==> src/rtl/i2c_seg_pkg.sv <==
package i2c_seg_pkg;

    typedef enum logic [1:0] {
        ST_LINK       = 2'd0,
        ST_BURST      = 2'd1,
        ST_WAIT_IDLE  = 2'd2,
        ST_FAULT_WAIT = 2'd3
    } seg_state_t;

    typedef enum logic [1:0] {
        ORG_NONE = 2'd0,
        ORG_UP   = 2'd1,
        ORG_DN   = 2'd2
    } origin_t;

    localparam int NUM_LINES = 2;
    localparam int LINE_SCL  = 0;
    localparam int LINE_SDA  = 1;

    typedef struct packed {
        logic sda;
        logic scl;
    } bus_pair_t;

endpackage

==> src/rtl/i2c_seg_line.sv <==
module i2c_seg_line
    import i2c_seg_pkg::*;
(
    input  logic clk,
    input  logic rst,
    input  logic en,
    input  logic up_i,
    input  logic dn_i,
    output logic up_oe,
    output logic dn_oe
);

    origin_t origin;

    always_ff @(posedge clk) begin
        if (rst || !en) begin
            origin <= ORG_NONE;
        end else begin
            case (origin)
                ORG_NONE: begin
                    if (!up_i)      origin <= ORG_UP;
                    else if (!dn_i) origin <= ORG_DN;
                end
                ORG_UP:  if (up_i) origin <= ORG_NONE;
                ORG_DN:  if (dn_i) origin <= ORG_NONE;
                default: origin <= ORG_NONE;
            endcase
        end
    end

    assign dn_oe = (origin == ORG_UP);
    assign up_oe = (origin == ORG_DN);

endmodule

==> src/rtl/i2c_seg_stuck.sv <==
module i2c_seg_stuck
    import i2c_seg_pkg::*;
#(
    parameter int TIMEOUT_W = 24
) (
    input  logic                 clk,
    input  logic                 rst,
    input  logic                 en,
    input  bus_pair_t            lines,
    input  logic [TIMEOUT_W-1:0] limit,
    output logic                 stuck
);

    logic [TIMEOUT_W-1:0] limit_eff;
    logic [NUM_LINES-1:0] hit;
    logic [NUM_LINES-1:0] level;

    assign limit_eff = (limit == '0) ? TIMEOUT_W'(1) : limit;
    assign level     = {lines.sda, lines.scl};

    for (genvar g = 0; g < NUM_LINES; g++) begin : g_line
        logic [TIMEOUT_W-1:0] low_cnt;

        always_ff @(posedge clk) begin
            if (rst || !en || level[g]) begin
                low_cnt <= '0;
            end else if (low_cnt < limit_eff) begin
                low_cnt <= low_cnt + 1'b1;
            end
        end

        assign hit[g] = en && (low_cnt >= limit_eff);
    end

    assign stuck = |hit;

endmodule

==> src/rtl/i2c_seg_pulser.sv <==
module i2c_seg_pulser #(
    parameter int HALF_W     = 12,
    parameter int NUM_PULSES = 16
) (
    input  logic              clk,
    input  logic              rst,
    input  logic              start,
    input  logic [HALF_W-1:0] half,
    output logic              drive_low,
    output logic              busy,
    output logic              done
);

    localparam int NW = (NUM_PULSES > 1) ? $clog2(NUM_PULSES) : 1;
    localparam logic [NW-1:0] LAST = NW'(NUM_PULSES - 1);

    logic [HALF_W-1:0] half_eff;
    logic [HALF_W-1:0] ph_cnt;
    logic [NW-1:0]     pulse_n;
    logic              low_ph;
    logic              ph_end;

    assign half_eff = (half == '0) ? HALF_W'(1) : half;
    assign ph_end   = (ph_cnt == half_eff - 1'b1);
    assign done     = busy && ph_end && !low_ph && (pulse_n == LAST);

    always_ff @(posedge clk) begin
        if (rst) begin
            busy    <= 1'b0;
            low_ph  <= 1'b0;
            ph_cnt  <= '0;
            pulse_n <= '0;
        end else if (start) begin
            busy    <= 1'b1;
            low_ph  <= 1'b1;
            ph_cnt  <= '0;
            pulse_n <= '0;
        end else if (busy) begin
            if (ph_end) begin
                ph_cnt <= '0;
                if (low_ph) begin
                    low_ph <= 1'b0;
                end else if (pulse_n == LAST) begin
                    busy <= 1'b0;
                end else begin
                    pulse_n <= pulse_n + 1'b1;
                    low_ph  <= 1'b1;
                end
            end else begin
                ph_cnt <= ph_cnt + 1'b1;
            end
        end
    end

    assign drive_low = busy && low_ph;

endmodule

==> src/rtl/i2c_seg_rescue.sv <==
module i2c_seg_rescue
    import i2c_seg_pkg::*;
#(
    parameter int TIMEOUT_W  = 24,
    parameter int HALF_W     = 12,
    parameter int NUM_PULSES = 16
) (
    input  logic                 clk,
    input  logic                 rst,
    input  logic                 up_scl_i,
    input  logic                 up_sda_i,
    output logic                 up_scl_oe,
    output logic                 up_sda_oe,
    input  logic                 dn_scl_i,
    input  logic                 dn_sda_i,
    output logic                 dn_scl_oe,
    output logic                 dn_sda_oe,
    input  logic [TIMEOUT_W-1:0] cfg_timeout,
    input  logic [HALF_W-1:0]    cfg_half,
    output logic                 linked,
    output logic                 rescuing,
    output logic                 fault
);

    seg_state_t state, state_nx;
    bus_pair_t  up_lvl, dn_lvl, f_up_oe, f_dn_oe;
    logic       stuck, pg_start, pg_low, pg_busy, pg_done;
    logic       set_fault, clr_fault, dn_idle, up_idle;

    assign up_lvl  = '{sda: up_sda_i, scl: up_scl_i};
    assign dn_lvl  = '{sda: dn_sda_i, scl: dn_scl_i};
    assign dn_idle = dn_lvl.scl && dn_lvl.sda;
    assign up_idle = up_lvl.scl && up_lvl.sda;

    i2c_seg_line u_fwd_scl (
        .clk  (clk),
        .rst  (rst),
        .en   (linked),
        .up_i (up_lvl.scl),
        .dn_i (dn_lvl.scl),
        .up_oe(f_up_oe.scl),
        .dn_oe(f_dn_oe.scl)
    );

    i2c_seg_line u_fwd_sda (
        .clk  (clk),
        .rst  (rst),
        .en   (linked),
        .up_i (up_lvl.sda),
        .dn_i (dn_lvl.sda),
        .up_oe(f_up_oe.sda),
        .dn_oe(f_dn_oe.sda)
    );

    i2c_seg_stuck #(.TIMEOUT_W(TIMEOUT_W)) u_stuck (
        .clk  (clk),
        .rst  (rst),
        .en   (state != ST_BURST),
        .lines(dn_lvl),
        .limit(cfg_timeout),
        .stuck(stuck)
    );

    i2c_seg_pulser #(.HALF_W(HALF_W), .NUM_PULSES(NUM_PULSES)) u_pulser (
        .clk      (clk),
        .rst      (rst),
        .start    (pg_start),
        .half     (cfg_half),
        .drive_low(pg_low),
        .busy     (pg_busy),
        .done     (pg_done)
    );

    always_comb begin
        state_nx  = state;
        pg_start  = 1'b0;
        set_fault = 1'b0;
        clr_fault = 1'b0;
        case (state)
            ST_LINK: begin
                if (stuck) begin
                    state_nx = ST_BURST;
                    pg_start = 1'b1;
                end
            end
            ST_BURST: begin
                if (pg_done) begin
                    if (dn_idle) begin
                        state_nx = ST_WAIT_IDLE;
                    end else begin
                        state_nx  = ST_FAULT_WAIT;
                        set_fault = 1'b1;
                    end
                end
            end
            ST_WAIT_IDLE: begin
                if (stuck) begin
                    state_nx = ST_BURST;
                    pg_start = 1'b1;
                end else if (dn_idle && up_idle) begin
                    state_nx  = ST_LINK;
                    clr_fault = 1'b1;
                end
            end
            ST_FAULT_WAIT: begin
                if (stuck) begin
                    state_nx = ST_BURST;
                    pg_start = 1'b1;
                end else if (dn_idle) begin
                    state_nx = ST_WAIT_IDLE;
                end
            end
            default: state_nx = ST_LINK;
        endcase
    end

    always_ff @(posedge clk) begin
        if (rst) begin
            state <= ST_LINK;
            fault <= 1'b0;
        end else begin
            state <= state_nx;
            if (set_fault)      fault <= 1'b1;
            else if (clr_fault) fault <= 1'b0;
        end
    end

    assign linked    = (state == ST_LINK);
    assign rescuing  = (state == ST_BURST);
    assign up_scl_oe = linked && f_up_oe.scl;
    assign up_sda_oe = linked && f_up_oe.sda;
    assign dn_scl_oe = linked ? f_dn_oe.scl : (pg_busy && pg_low);
    assign dn_sda_oe = linked && f_dn_oe.sda;

endmodule

==> config.mk <==
export PLATFORM = sky130hd
export DESIGN_NAME = i2c_seg_rescue
export DESIGN_NICKNAME = d
export VERILOG_FILES = /design/src/rtl/i2c_seg_pkg.sv /design/src/rtl/i2c_seg_line.sv /design/src/rtl/i2c_seg_stuck.sv /design/src/rtl/i2c_seg_pulser.sv /design/src/rtl/i2c_seg_rescue.sv
export SDC_FILE = /design/constraint.sdc
export NUM_CORES = 1
export LEC_CHECK = 0
export BUFFER_PORTS_ARGS = -buffer_cell sky130_fd_sc_hd__buf_4
export CORE_MARGIN = 4
export CORE_UTILIZATION = 54
export CTS_CLUSTER_SIZE = 30
export DETAILED_ROUTE_END_ITERATION = 8
export HOLD_SLACK_MARGIN = 0.15
export PLACE_DENSITY_LB_ADDON = 0.2
export SLEW_MARGIN = 20
export SYNTH_ARGS = -nofsm -noshare
export SYNTH_HDL_FRONTEND = slang
export SYNTH_SLANG_ARGS = --single-unit
==> constraint.sdc <==
create_clock -name clk -period 2.88 [get_ports clk]
set_input_delay 0.144 -clock clk [delete_from_list [all_inputs] [get_ports clk]]
set_output_delay 0.144 -clock clk [all_outputs]
set_load 0.005 [all_outputs]
After elaboration in Yosys (flattened, before gate mapping)
Index checks and enable logic that the tools add are counted.
{"block": "totals", "register_bits": 73, "latchBits": 0, "ramBits": 0, "romBits": 0, "in_bits": 42, "n_memories": 0}
{"block": "classes", "addsub": 5, "multipliers": 0, "div": 0, "magnitude_cmp": 4, "n_eq_ne": 20, "n_shift": 0, "muxes": 41, "bitwise_logic": 2, "reduce_logical": 36}
{"cell": "24-bit by 1-bit adder with 24-bit output (second input constant)", "count": 2}
{"cell": "24-bit greater-or-equal comparator", "count": 2}
{"cell": "24-bit less-than comparator", "count": 2}
{"cell": "2-bit 2-to-1 mux", "count": 14}
{"cell": "24-bit zero test", "count": 1}
{"cell": "12-bit 2-to-1 mux", "count": 2}
{"cell": "24-bit 2-to-1 mux", "count": 1}
{"cell": "1-bit 2-to-1 mux", "count": 21}
{"cell": "1-bit logical AND", "count": 13}
{"cell": "12-bit by 1-bit adder with 12-bit output (second input constant)", "count": 1}
{"cell": "12-bit == test", "count": 1}
{"cell": "12-bit zero test", "count": 1}
{"cell": "3-bit != test (second input constant)", "count": 4}
{"cell": "2-bit one-hot mux with 3 select lines", "count": 2}
{"cell": "12-bit by 1-bit subtractor with 12-bit output (second input constant)", "count": 1}
{"cell": "2-bit == test (second input constant)", "count": 4}
{"cell": "2-bit != test (second input constant)", "count": 4}
{"cell": "2-bit one-hot mux with 4 select lines", "count": 1}
{"cell": "4-bit AND reduction", "count": 2}
{"cell": "2-bit by 1-bit == test with 1-bit output (second input constant)", "count": 3}
{"cell": "2-bit zero test", "count": 3}
{"cell": "2-bit by 1-bit != test with 1-bit output (second input constant)", "count": 3}
{"cell": "3-bit AND reduction", "count": 2}
{"cell": "2-bit nonzero test", "count": 3}
{"cell": "8 further kinds", "count": 15}

Depth between registers and ports, before layout
Gate-level depths: netlist (run 1).
{"block": "depth", "ltp_word": 10, "ltp_mapped": 13, "ltp_nobuf": 11}

Hierarchy
A second synthesis (run 1) with hierarchy kept.
{"block": "unflattened", "cells_unflattened": 663, "area_unflattened_um2": 5318.9}
{"mod": "i2c_seg_stuck", "n_inst": 1, "cells_per_inst": 443, "area_per_inst_um2": 3525.9, "seq_area_each_um2": 960.9}
{"mod": "i2c_seg_pulser", "n_inst": 1, "cells_per_inst": 176, "area_per_inst_um2": 1405.1, "seq_area_each_um2": 360.3}
{"mod": "i2c_seg_rescue", "n_inst": 1, "cells_per_inst": 28, "area_per_inst_um2": 212.7, "seq_area_each_um2": 60.1}
{"mod": "i2c_seg_line", "n_inst": 2, "cells_per_inst": 8, "area_per_inst_um2": 87.6, "seq_area_each_um2": 40.0}

Worst setup path before layout (run 1)
No wires, ideal clock.
{"block": "synth_timing", "path_type": "reg2reg", "start": "register u_stuck.g_line[1].low_cnt[17]", "end": "register u_stuck.g_line[1].low_cnt[20]", "setup_ns": 0.116, "arrival_time_ns": 2.892, "required_time_ns": 2.764, "slack_ns": -0.128, "path_stages_with_launch": 11, "n_path_buf": 2, "period_less_slack_ns": 3.008, "path_cell_list": "dfxtp_1 > ha_1 > a21o_1 > nand3_1 > a21oi_1 > or4_1 > clkbuf_1 > nor4_1 > clkbuf_1 > a21oi_1 > a31o_2"}
{"block": "synth_via", "elab_chain_len": 1, "elab_cells_between_ends": 2, "cone_classes": "1 x add/sub; 1 x order compare"}
{"item": "from (decl)", "line_no": "i2c_seg_stuck.sv:22", "text": "logic [TIMEOUT_W-1:0] low_cnt;"}
{"item": "from (signal assigned)", "line_no": "i2c_seg_stuck.sv:28", "text": "low_cnt <= low_cnt + 1'b1;"}
{"item": "24-bit by 1-bit adder with 24-bit output or 24-bit less-than comparator (tied branches)", "line_no": "i2c_seg_stuck.sv:28, i2c_seg_stuck.sv:27"}
Several ways; a longest one is shown, not always the timed one.
A chain may end at the register's enable or synchronous reset.

Worst setup path after layout (run 1)
{"block": "layout_timing", "start": "register u_stuck.g_line[0].low_cnt[21]", "end": "register u_stuck.g_line[0].low_cnt[15]"}
{"block": "layout_via", "elab_chain_len": 1}
{"item": "from (decl)", "line_no": "i2c_seg_stuck.sv:22"}
{"item": "from (signal assigned)", "line_no": "i2c_seg_stuck.sv:28"}
{"item": "24-bit less-than comparator", "line_no": "i2c_seg_stuck.sv:27", "text": "end else if (low_cnt < limit_eff) begin"}
Every way passes these cells.

==> metrics.yaml, run 1 <==
yosysWarnings: 0
grt.total_usage_pct: 22.7
busiest_layer: "met2"
crit_chain: "ha_1, a21o_1, a21o_1, a221oi_1, nand3_1, nor4b_1, buf_4, or3b_2, a21oi_1"
combPwrFrac_pct: 10.7
stdcell_area_um2: 6020
syn_area_um2: 5100
grt_max_degree: 25
clock_skew_ns: 0.0133
p_leak_nw: 2.50
cts_tree: "yes"
antenna_left: 0
yosys.cell_types.count: 52
cts.clk_slew.worst_paths_ns: 0.08
route.detailed.drc: 0
p_per_area_nw_per_um2: 358
first_pass_iters: 6
yosysSeqAreaShare_pct: 28.7
synth_edf_count: 0
yosysTopAreaCell: "dfxtp_1"
period_share_pct: 95.0
dieArea_um2: 11100
cp_max_fo: 4
vias: 4839
synthTopCellsByArea: "dfxtp_1 29%, ha_1 13%, xnor2_1 6.5%, nor4_1 4.8%, nor2_1 4.3%"
p_sw_mw: 0.520
synth_top_area_share_pct: 28.7
arrival_ns: 3.02
dpl.cell_count: 794
drive_gt1_share_pct: 17.0
async_reset_ff_share_pct: 0
cts_setup_buffers: 0
fmax_mhz: 366
nets: 794
use_met2_pct: 39.8
grt_pass1_vias: 4612
rsz0062_at_grt: "no"
port_buffers: 48
synth_cells: 631
layout_min_cycle_time_ns: 2.74
cts-root-buf: "clkbuf_8"
clock_latency_ns: 0.36
crit_type: "flip-flop to flip-flop"
final-setup-viol-count: 0
crit_required_ns: 3.16
met3_usage_pct: 4.08
crit_slowest_cell: "or3b_2"
switching_share_pct: 24.1
p_int_mw: 1.64
drt_iter0_markers: 233
routedWlPerCell_um: 15.1
synth_area_per_cell_um2: 8.08
hpwlAfterDp_mm: 9.57
die_h_um: 105
core_area_um2: 9200
ys_ff_latch: 73
worstHoldPathType: "flip-flop to flip-flop"
relSlewSlack_pct: 42.2
critical-path-max-stage-delay_ns: 0.44
stdcell_count: 815
cts_made_buffers: 9
finalWirelength_mm: 12.3
antenna_found_initial: 0
status: "complete, no violations"
clock_path_buffers: 2
grtUsageMet1_pct: 28.4
grt_pass1_wl_mm: 21.1
start_util_pct: 55.4
crit_top_cell: "a21o_1"
endpoint_kind: "flip-flop"
synth_nets: 726
setup.worst_path.start_class: "flip-flop"
place_congestion: 0.848
ios: 49
p_seq_share_pct: 47.3
fp-row-count: 35
timing.setup.tns_ns: 0
drv_cap: 0
final_util_pct: 65.5
areaGrowthSynthToFinish_pct: 18.2
synthFlopType: "dfxtp_1"
finalMaxSlewViolations: 0
cts_sinks: 73
worst_pin_slew_ns: 0.868
peakVddDrop_mv: 0.297
placed_area_um2: 5730
pwr-share-clk_pct: 42.0
overflow: 0
via_per_inst: 5.94
diodes: 0
die_x_um: 105
final_hold_viol_count: 0
cts.htree.levels: 3
-- cell usage after synthesis (3+ instances only) --
master and instances:
o21ai_0 12, and4_1 6, a211oi_1 7, nand3b_1 3
and3_1 8, ha_1 53, inv_1 39, or3_1 5
xnor2_1 38, a41o_1 8, nand3_1 23, and2_1 7
nor4b_1 9, dfxtp_1 73, nor2b_1 3, or4_1 4
o21a_1 5, nand4_1 24, xor2_1 12, nor2_1 58
a31oi_1 9, o31a_1 3, o41ai_1 3, a31o_2 10
nand2b_1 6, a21o_1 5, clkbuf_1 23, nand2_1 52
a21oi_1 35, mux2i_1 4, nor4_2 3, nor4_1 39
nor3_1 15
-- area by class of cell --
cell class	count	area [µm²]
multi-input combinational	493	3420
fill	803	3170
sequential	73	1460
timing repair buffer	83	639
inverter	39	146
clock buffer	12	145
tap	111	139
clock inverter	4	76.3
-- flip-flops by register name, indices dropped and copies added (netlist names) --
name	flops
u_stuck.g_line.low_cnt	48
state	2
u_pulser.busy	1
u_pulser.pulse_n	4
u_pulser.low_ph	1
u_fwd_sda.origin	2
fault	1
u_pulser.ph_cnt	12
u_fwd_scl.origin	2
-- critical path: cells and delay by family (launching register included) --
| family | cells | cell delay [ns] |
|---|---|---|
| DFF | 1 | 0.41 |
| adders and majority gates | 1 | 0.27 |
| and+or+nand+nor | 3 | 1.07 |
| buffers and inverters | 1 | 0.20 |
| AOI/OAI and AO/OA | 4 | 0.71 |
-- through the flow --
step	power, mW	worst slack (ns)	hold slack [ns]
floorplan	1.16	-0.00276	0.221
global placement	1.26	-0.139	0.330
detailed placement	1.27	-0.217	0.332
CTS	2.17	0.0905	0.456
global route	2.24	0.00263	0.494
finish	2.16	0.145	0.453
-- path summary, 6_finish.rpt --
path / from / to / slack [ns] / cells past startpoint
max: u_stuck.g_line[0].low_cnt[21] / u_stuck.g_line[0].low_cnt[15] / 0.14 / 9
min reg2reg: u_fwd_sda.origin[0] / u_fwd_sda.origin[1] / 0.45 / 1
min: u_fwd_sda.origin[0] / u_fwd_sda.origin[1] / 0.45 / 1
max reg2reg: u_stuck.g_line[0].low_cnt[21] / u_stuck.g_line[0].low_cnt[15] / 0.14 / 9
-- power groups by stage --
stage,Sequential [mW],Combinational [mW],Clock (mW)
5_1_grt,1.02,0.259,0.957
6_report,1.02,0.231,0.907
2_1_floorplan,1.04,0.117,0
4_1_cts,1.02,0.232,0.919
3_3_place_gp,1.04,0.216,0
3_5_place_dp,1.04,0.225,0
-- placed cells by master, fill, tap and decap left out, types with 4 or more instances in the layout --
cell type       n
buf_4          77
dfxtp_1        73
nor2_1         58
nand2_1        52
ha_1           52
inv_1          39
xnor2_1        38
nor4_1         37
a21oi_1        35
nand4_1        24
nand3_1        23
nor3_1         14
xor2_1         12
o21ai_0        11
a31o_2         10
clkbuf_8       10
a31oi_1         9
nor4b_1         9
and3_1          8
a41o_1          8
a211oi_1        6
nand2b_1        6
and4_1          6
and2_1          6
nor4_2          5
a21o_1          5
o21a_1          5
or3_1           5
dlygate4sd3_1   5
mux2i_1         4
-- logic make-up (layout without fill, tap and decap cells) --
logic type | count (synthesis) | in the layout | synth area share [%]
flip-flops | 73 | 73 | 28.7
AND/OR/NAND/NOR | 276 | 276 | 29.4
XOR/XNOR | 50 | 50 | 8.59
multiplexers | 4 | 4 | 0.786
adder cells (fa/ha/maj) | 53 | 53 | 13.0
AO/OA/AOI/OAI | 110 | 110 | 14.6
buffers and inverters | 65 | 138 | 4.98
-- what timing repair did --
action / in CTS / in global routing
endpoints found under the setup margin: 0 / 21
gates resized for setup: 0 / 5
hold endpoints to repair: 6 / 0
hold buffers: 5 / 0
-- layer usage --
metal / part of all wire (%) / vias to the layer above
li1: - / 2464
met1: 45 / 2258
met2: 49 / 88
met3: 3.7 / 29
met4: 2.0 / 0
met5: 0 / -
Power figures use the tool's default switching activity.
==> run 2, diff against run 1 <==
CORE_MARGIN = unset   (was 4)
==> metrics.yaml, run 2 (same netlist as run 1, synthesis figures left out) <==
overflow: 0  # unchanged
route.detailed.drc: 0  # unchanged
layout_min_cycle_time_ns: 2.77  # was 2.74 ns
stdcell_count: 822  # was 815
final_common_cell: "buf_4"  # unchanged
cts.htree.levels: 3  # unchanged
crit_required_ns: 3.13  # was 3.16 ns
finalWirelength_mm: 12.4  # was 12.3 mm
clock_latency_ns: 0.36  # about the same
layout_common_cells: "85 x buf_4, 73 x dfxtp_1, 58 x nor2_1"  # was 77 x buf_4, 73 x dfxtp_1, 58 x nor2_1
biggestRegsByFlops: "u_stuck.g_line.low_cnt x48, u_pulser.ph_cnt x12, u_pulser.pulse_n x4"  # unchanged
die_x_um: 99.1  # was 105 µm
grt_pass1_vias: 4628  # was 4612
place_congestion: 0.864  # was 0.848
routedWlPerCell_um: 15.1  # about the same
start_util_pct: 55.4  # unchanged
cts_tree: "yes"  # unchanged
diodes: 0  # unchanged
cp_max_fo: 4  # unchanged
hpwlAfterDp_mm: 9.70  # was 9.57 mm
largest_register_ff_count: 48  # unchanged
first_pass_iters: 7  # was 6
nets: 801  # was 794
rsz0062_at_grt: "no"  # unchanged
drt_iter0_markers: 165  # was 233
worstHoldPathType: "flip-flop to flip-flop"  # unchanged
peakVddDrop_mv: 0.331  # was 0.297 mV
port_buffers: 48  # unchanged
finalMaxSlewViolations: 0  # unchanged
core_area_um2: 9200  # unchanged
clock_path_buffers: 2  # unchanged
via_per_inst: 5.92  # was 5.94
cts_sinks: 73  # unchanged
final_hold_viol_count: 0  # unchanged
p_leak_nw: 2.54  # was 2.50 nW
status: "complete, no violations"  # unchanged
dieArea_um2: 9830  # was 11100 µm²
fmax_mhz: 361  # was 366 MHz
antenna_found_initial: 0  # unchanged
fp-row-count: 35  # unchanged
cts-root-buf: "clkbuf_8"  # unchanged
cts_made_buffers: 9  # unchanged
final-setup-viol-count: 0  # unchanged
grt_pass1_wl_mm: 21.0  # was 21.1 mm
crit_type: "primary input to flip-flop"  # was flip-flop to flip-flop
endpoint_kind: "flip-flop"  # unchanged
p_per_area_nw_per_um2: 343  # was 358 nW/µm²
setup.worst_path.start_class: "primary input"  # was flip-flop
timing.hold.ws_ns: 0.453  # about the same
worst_pin_slew_ns: 0.824  # was 0.868 ns
drv_cap: 0  # unchanged
areaGrowthSynthToFinish_pct: 19.0  # was 18.2%
antenna_left: 0  # unchanged
ios: 49  # unchanged
dpl.cell_count: 801  # was 794
vias: 4869  # was 4839
clock_skew_ns: 0.0110  # was 0.0133 ns
grt_max_degree: 25  # unchanged
period_share_pct: 96.3  # was 95.0%
regMostFlops: "u_stuck.g_line.low_cnt"  # unchanged
drive_gt1_share_pct: 18.4  # was 17.0%
relSlewSlack_pct: 45.1  # was 42.2%
grt.total_usage_pct: 26.5  # was 22.7%
die_h_um: 99.1  # was 105 µm
arrival_ns: 3.03  # was 3.02 ns
cts.clk_slew.worst_paths_ns: 0.08  # about the same
run 2: layout make-up:
class | instances | area, µm²
Multi-Input combinational cell | 493 | 3430
Fill cell | 784 | 3130
Sequential cell | 73 | 1460
Timing Repair Buffer | 90 | 688
Inverter | 39 | 146
Tap cell | 111 | 139
Clock buffer | 9 | 124
Clock inverter | 7 | 75.1
run 2: power breakdown:
group	total, mW	switching [mW]	internal, mW
clock network	0.826	0.419	0.408
registers	1.02	0.00668	1.01
logic	0.233	0.122	0.112
total	2.08	0.547	1.53
run 2: metrics by stage:
step	setup slack (ns)	setup TNS [ns]	cell area [µm²]	util [%]	power [mW]
global route	0.0250	0	6060	65.9	2.17
finish	0.107	0	6060	65.9	2.08
floorplan	-0.00276	-0.00276	5110	-	1.16
global placement	-0.174	-3.07	5790	62.9	1.26
detailed placement	-0.241	-5.29	5790	62.9	1.27
CTS	0.0860	0	6030	65.6	2.09
run 2: final timing paths:
| path | startpoint | end | slack (ns) | cells past startpoint |
|---|---|---|---|---|
| hold reg to reg | u_fwd_sda.origin[0] | u_fwd_sda.origin[1] | 0.45 | 1 |
| setup / recovery | cfg_half[11] | u_pulser.pulse_n[2] | 0.11 | 11 |
| setup reg to reg | u_stuck.g_line[1].low_cnt[17] | u_stuck.g_line[1].low_cnt[21] | 0.22 | 9 |
| hold / removal | u_fwd_sda.origin[0] | u_fwd_sda.origin[1] | 0.45 | 1 |
run 2: what timing repair did:
action	in CTS	in global routing
endpoints found under the hold margin	7	0
setup endpoints to repair	0	33
gates resized for setup	0	6
hold buffers	5	0
setup buffers	0	0
run 2: layer usage:
layer / vias to the layer above / global-route usage [%] / share of wire [%]
met5: - / 0 / 0
met4: 0 / 7.35 / 1.1
met3: 14 / 4.71 / 3.4
met2: 90 / 48.3 / 50
met1: 2286 / 32.0 / 45
li1: 2479 / - / -
run 2: critical path, cell delays in order:
cell      delay [ns]
buf_4           0.09
nor4_2          0.04
buf_4           0.14
a31oi_1         0.22
ha_2            0.23
or3b_4          0.41
o31a_1          0.30
a211o_1         0.25
or4_4           0.49
or4_1           0.42
a211oi_1        0.28
==> run 3, diff against run 2 <==
BUFFER_PORTS_ARGS = unset   (was -buffer_cell sky130_fd_sc_hd__buf_4)
CORE_UTILIZATION = 58   (was 54)
DONT_BUFFER_PORTS = 1   (was unset)
==> metrics.yaml, run 3 (same netlist as run 1, synthesis figures left out) <==
cts_made_buffers: 9  # unchanged
biggestRegsByFlops: "u_stuck.g_line.low_cnt x48, u_pulser.ph_cnt x12, u_pulser.pulse_n x4"  # unchanged
antenna_left: 0  # unchanged
pwr-share-clk_pct: 48.2  # was 39.7%
ios: 49  # unchanged
first_pass_iters: 4  # was 7
min-delay-start: "dn_scl_i"  # was u_fwd_sda.origin[0]
regMostFlops: "u_stuck.g_line.low_cnt"  # unchanged
relSlewSlack_pct: 45.0  # was 45.1%
clock_path_buffers: 2  # unchanged
drt_iter0_markers: 232  # was 165
grt_max_degree: 25  # unchanged
cts_tree: "yes"  # unchanged
layout_min_cycle_time_ns: 2.75  # was 2.77 ns
place_congestion: 0.951  # was 0.864
cts.clk_slew.worst_paths_ns: 0.08  # about the same
final_common_cell: "dfxtp_1"  # was buf_4
clock_skew_ns: 0.00993  # was 0.0110 ns
p_total_mw: 2.28  # was 2.08 mW
p_seq_share_pct: 44.8  # was 49.1%
diodes: 0  # unchanged
core_area_um2: 8340  # was 9200 µm²
crit_type: "flip-flop to flip-flop"  # was primary input to flip-flop
combPwrFrac_pct: 7.0  # was 11.2%
crit_path_start: "u_stuck.g_line[0].low_cnt[21]"  # was cfg_half[11]
cts_sinks: 73  # unchanged
status: "complete, no violations"  # unchanged
switching_share_pct: 21.4  # was 26.3%
port_buffers: 0  # was 48
cts-root-buf: "clkbuf_8"  # unchanged
cp_max_fo: 11  # was 4
die_h_um: 95.7  # was 99.1 µm
rsz0062_at_grt: "no"  # unchanged
worstHoldPathType: "primary input to flip-flop"  # was flip-flop to flip-flop
grt.total_usage_pct: 28.3  # was 26.5%
final-setup-viol-count: 0  # unchanged
overflow: 0  # unchanged
final_hold_viol_count: 0  # unchanged
p_int_mw: 1.79  # was 1.53 mW
layout_common_cells: "72 x dfxtp_1, 58 x nor2_1, 52 x nand2_1, 52 x ha_1, 39 x inv_1"  # was 85 x buf_4, 73 x dfxtp_1, 58 x nor2_1
p_per_area_nw_per_um2: 402  # was 343 nW/µm²
hpwlAfterDp_mm: 9.56  # was 9.70 mm
grt_pass1_vias: 4694  # was 4628
peakVddDrop_mv: 0.262  # was 0.331 mV
clock_latency_ns: 0.35  # was 0.36 ns
dieArea_um2: 9170  # was 9830 µm²
antenna_found_initial: 0  # unchanged
drive_gt1_share_pct: 9.86  # was 18.4%
fp-row-count: 33  # was 35
endpoint_kind: "flip-flop"  # unchanged
r2r_start: "u_stuck.g_line[0].low_cnt[21]"  # was u_stuck.g_line[1].low_cnt[17]
die_x_um: 95.7  # was 99.1 µm
route.detailed.drc: 0  # unchanged
largest_register_ff_count: 48  # unchanged
timing.hold.ws_ns: 0.169  # was 0.453 ns
worst_pin_slew_ns: 0.825  # was 0.824 ns
p_leak_nw: 2.26  # was 2.54 nW
arrival_ns: 2.98  # was 3.03 ns
vias: 4749  # was 4869
fmax_mhz: 364  # was 361 MHz
finalWirelength_mm: 12.4  # about the same
setup.worst_path.start_class: "flip-flop"  # was primary input
drv_cap: 0  # unchanged
via_per_inst: 6.30  # was 5.92
period_share_pct: 95.5  # was 96.3%
start_util_pct: 61.1  # was 55.4%
grt_pass1_wl_mm: 20.4  # was 21.0 mm
cts.htree.levels: 3  # unchanged
nets: 739  # was 801
routedWlPerCell_um: 16.5  # was 15.1 µm
p_sw_mw: 0.487  # was 0.547 mW
crit_required_ns: 3.11  # was 3.13 ns
finalMaxSlewViolations: 0  # unchanged
areaGrowthSynthToFinish_pct: 11.1  # was 19.0%
run 3: changes by cell type in the layout (fill, tap and decap cells not counted), moves of 2 or more:
cell / delta
buf_4: -65
bufinv_16: +3
dlygate4sd3_1: +3
inv_6: -3
clkbuf_8: +2
run 3: stage by stage:
step	setup TNS (ns)	area [µm²]	worst slack (ns)	util (%)	std cells
after global routing	0	5660	0.0163	67.9	754
after floorplan	-0.00276	5110	-0.00276	-	631
after global placement	0	5280	0.117	63.3	729
final	0	5660	0.130	67.9	754
after CTS	0	5640	0.104	67.6	753
after detailed placement	0	5280	0.00868	63.3	729
run 3: layout make-up:
class / instances / area [µm²]
Multi-Input combinational cell: 493 / 3420
Fill cell: 743 / 2680
Timing Repair Buffer: 28 / 230
Tap cell: 105 / 131
Inverter: 39 / 146
Sequential cell: 73 / 1460
Clock buffer: 11 / 151
Clock inverter: 5 / 125
run 3: worst paths after layout:
check | depth (start not counted) | slack (ns) | endpoint
setup / recovery | 10 | 0.13 | u_pulser.ph_cnt[8]
hold / removal | 4 | 0.17 | state[0]
setup reg to reg | 10 | 0.13 | u_pulser.ph_cnt[8]
hold reg to reg | 1 | 0.45 | u_fwd_sda.origin[1]
run 3: power groups by stage:
stage / Sequential, mW / Combinational, mW / Clock (mW)
4_1_cts: 1.02 / 0.158 / 1.12
6_report: 1.02 / 0.160 / 1.10
3_5_place_dp: 1.04 / 0.143 / 0
2_1_floorplan: 1.04 / 0.117 / 0
5_1_grt: 1.02 / 0.178 / 1.16
3_3_place_gp: 1.04 / 0.135 / 0
run 3: repair_timing:
item | CTS | global route
endpoints found under the setup margin | 0 | 21
setup buffers | 0 | 1
hold endpoints to repair | 25 | 0
hold buffers | 8 | 0
resized for setup | 0 | 4
run 3: worst max-delay path, cell delays in order, from the launching register on:
cell	delay (ns)
dfxtp_1	0.41
ha_1	0.27
a21o_1	0.16
a21o_1	0.18
a221oi_1	0.24
nand3_1	0.23
a211oi_1	0.32
buf_4	0.18
a21oi_1	0.10
buf_4	0.20
nor4_1	0.32
run 3: layer usage:
metal  routed length (µm)  track usage [%]
met1                 5300             32.1
met2                 6050             50.3
met3                  811             7.03
met4                  270             12.3
met5                    0                0
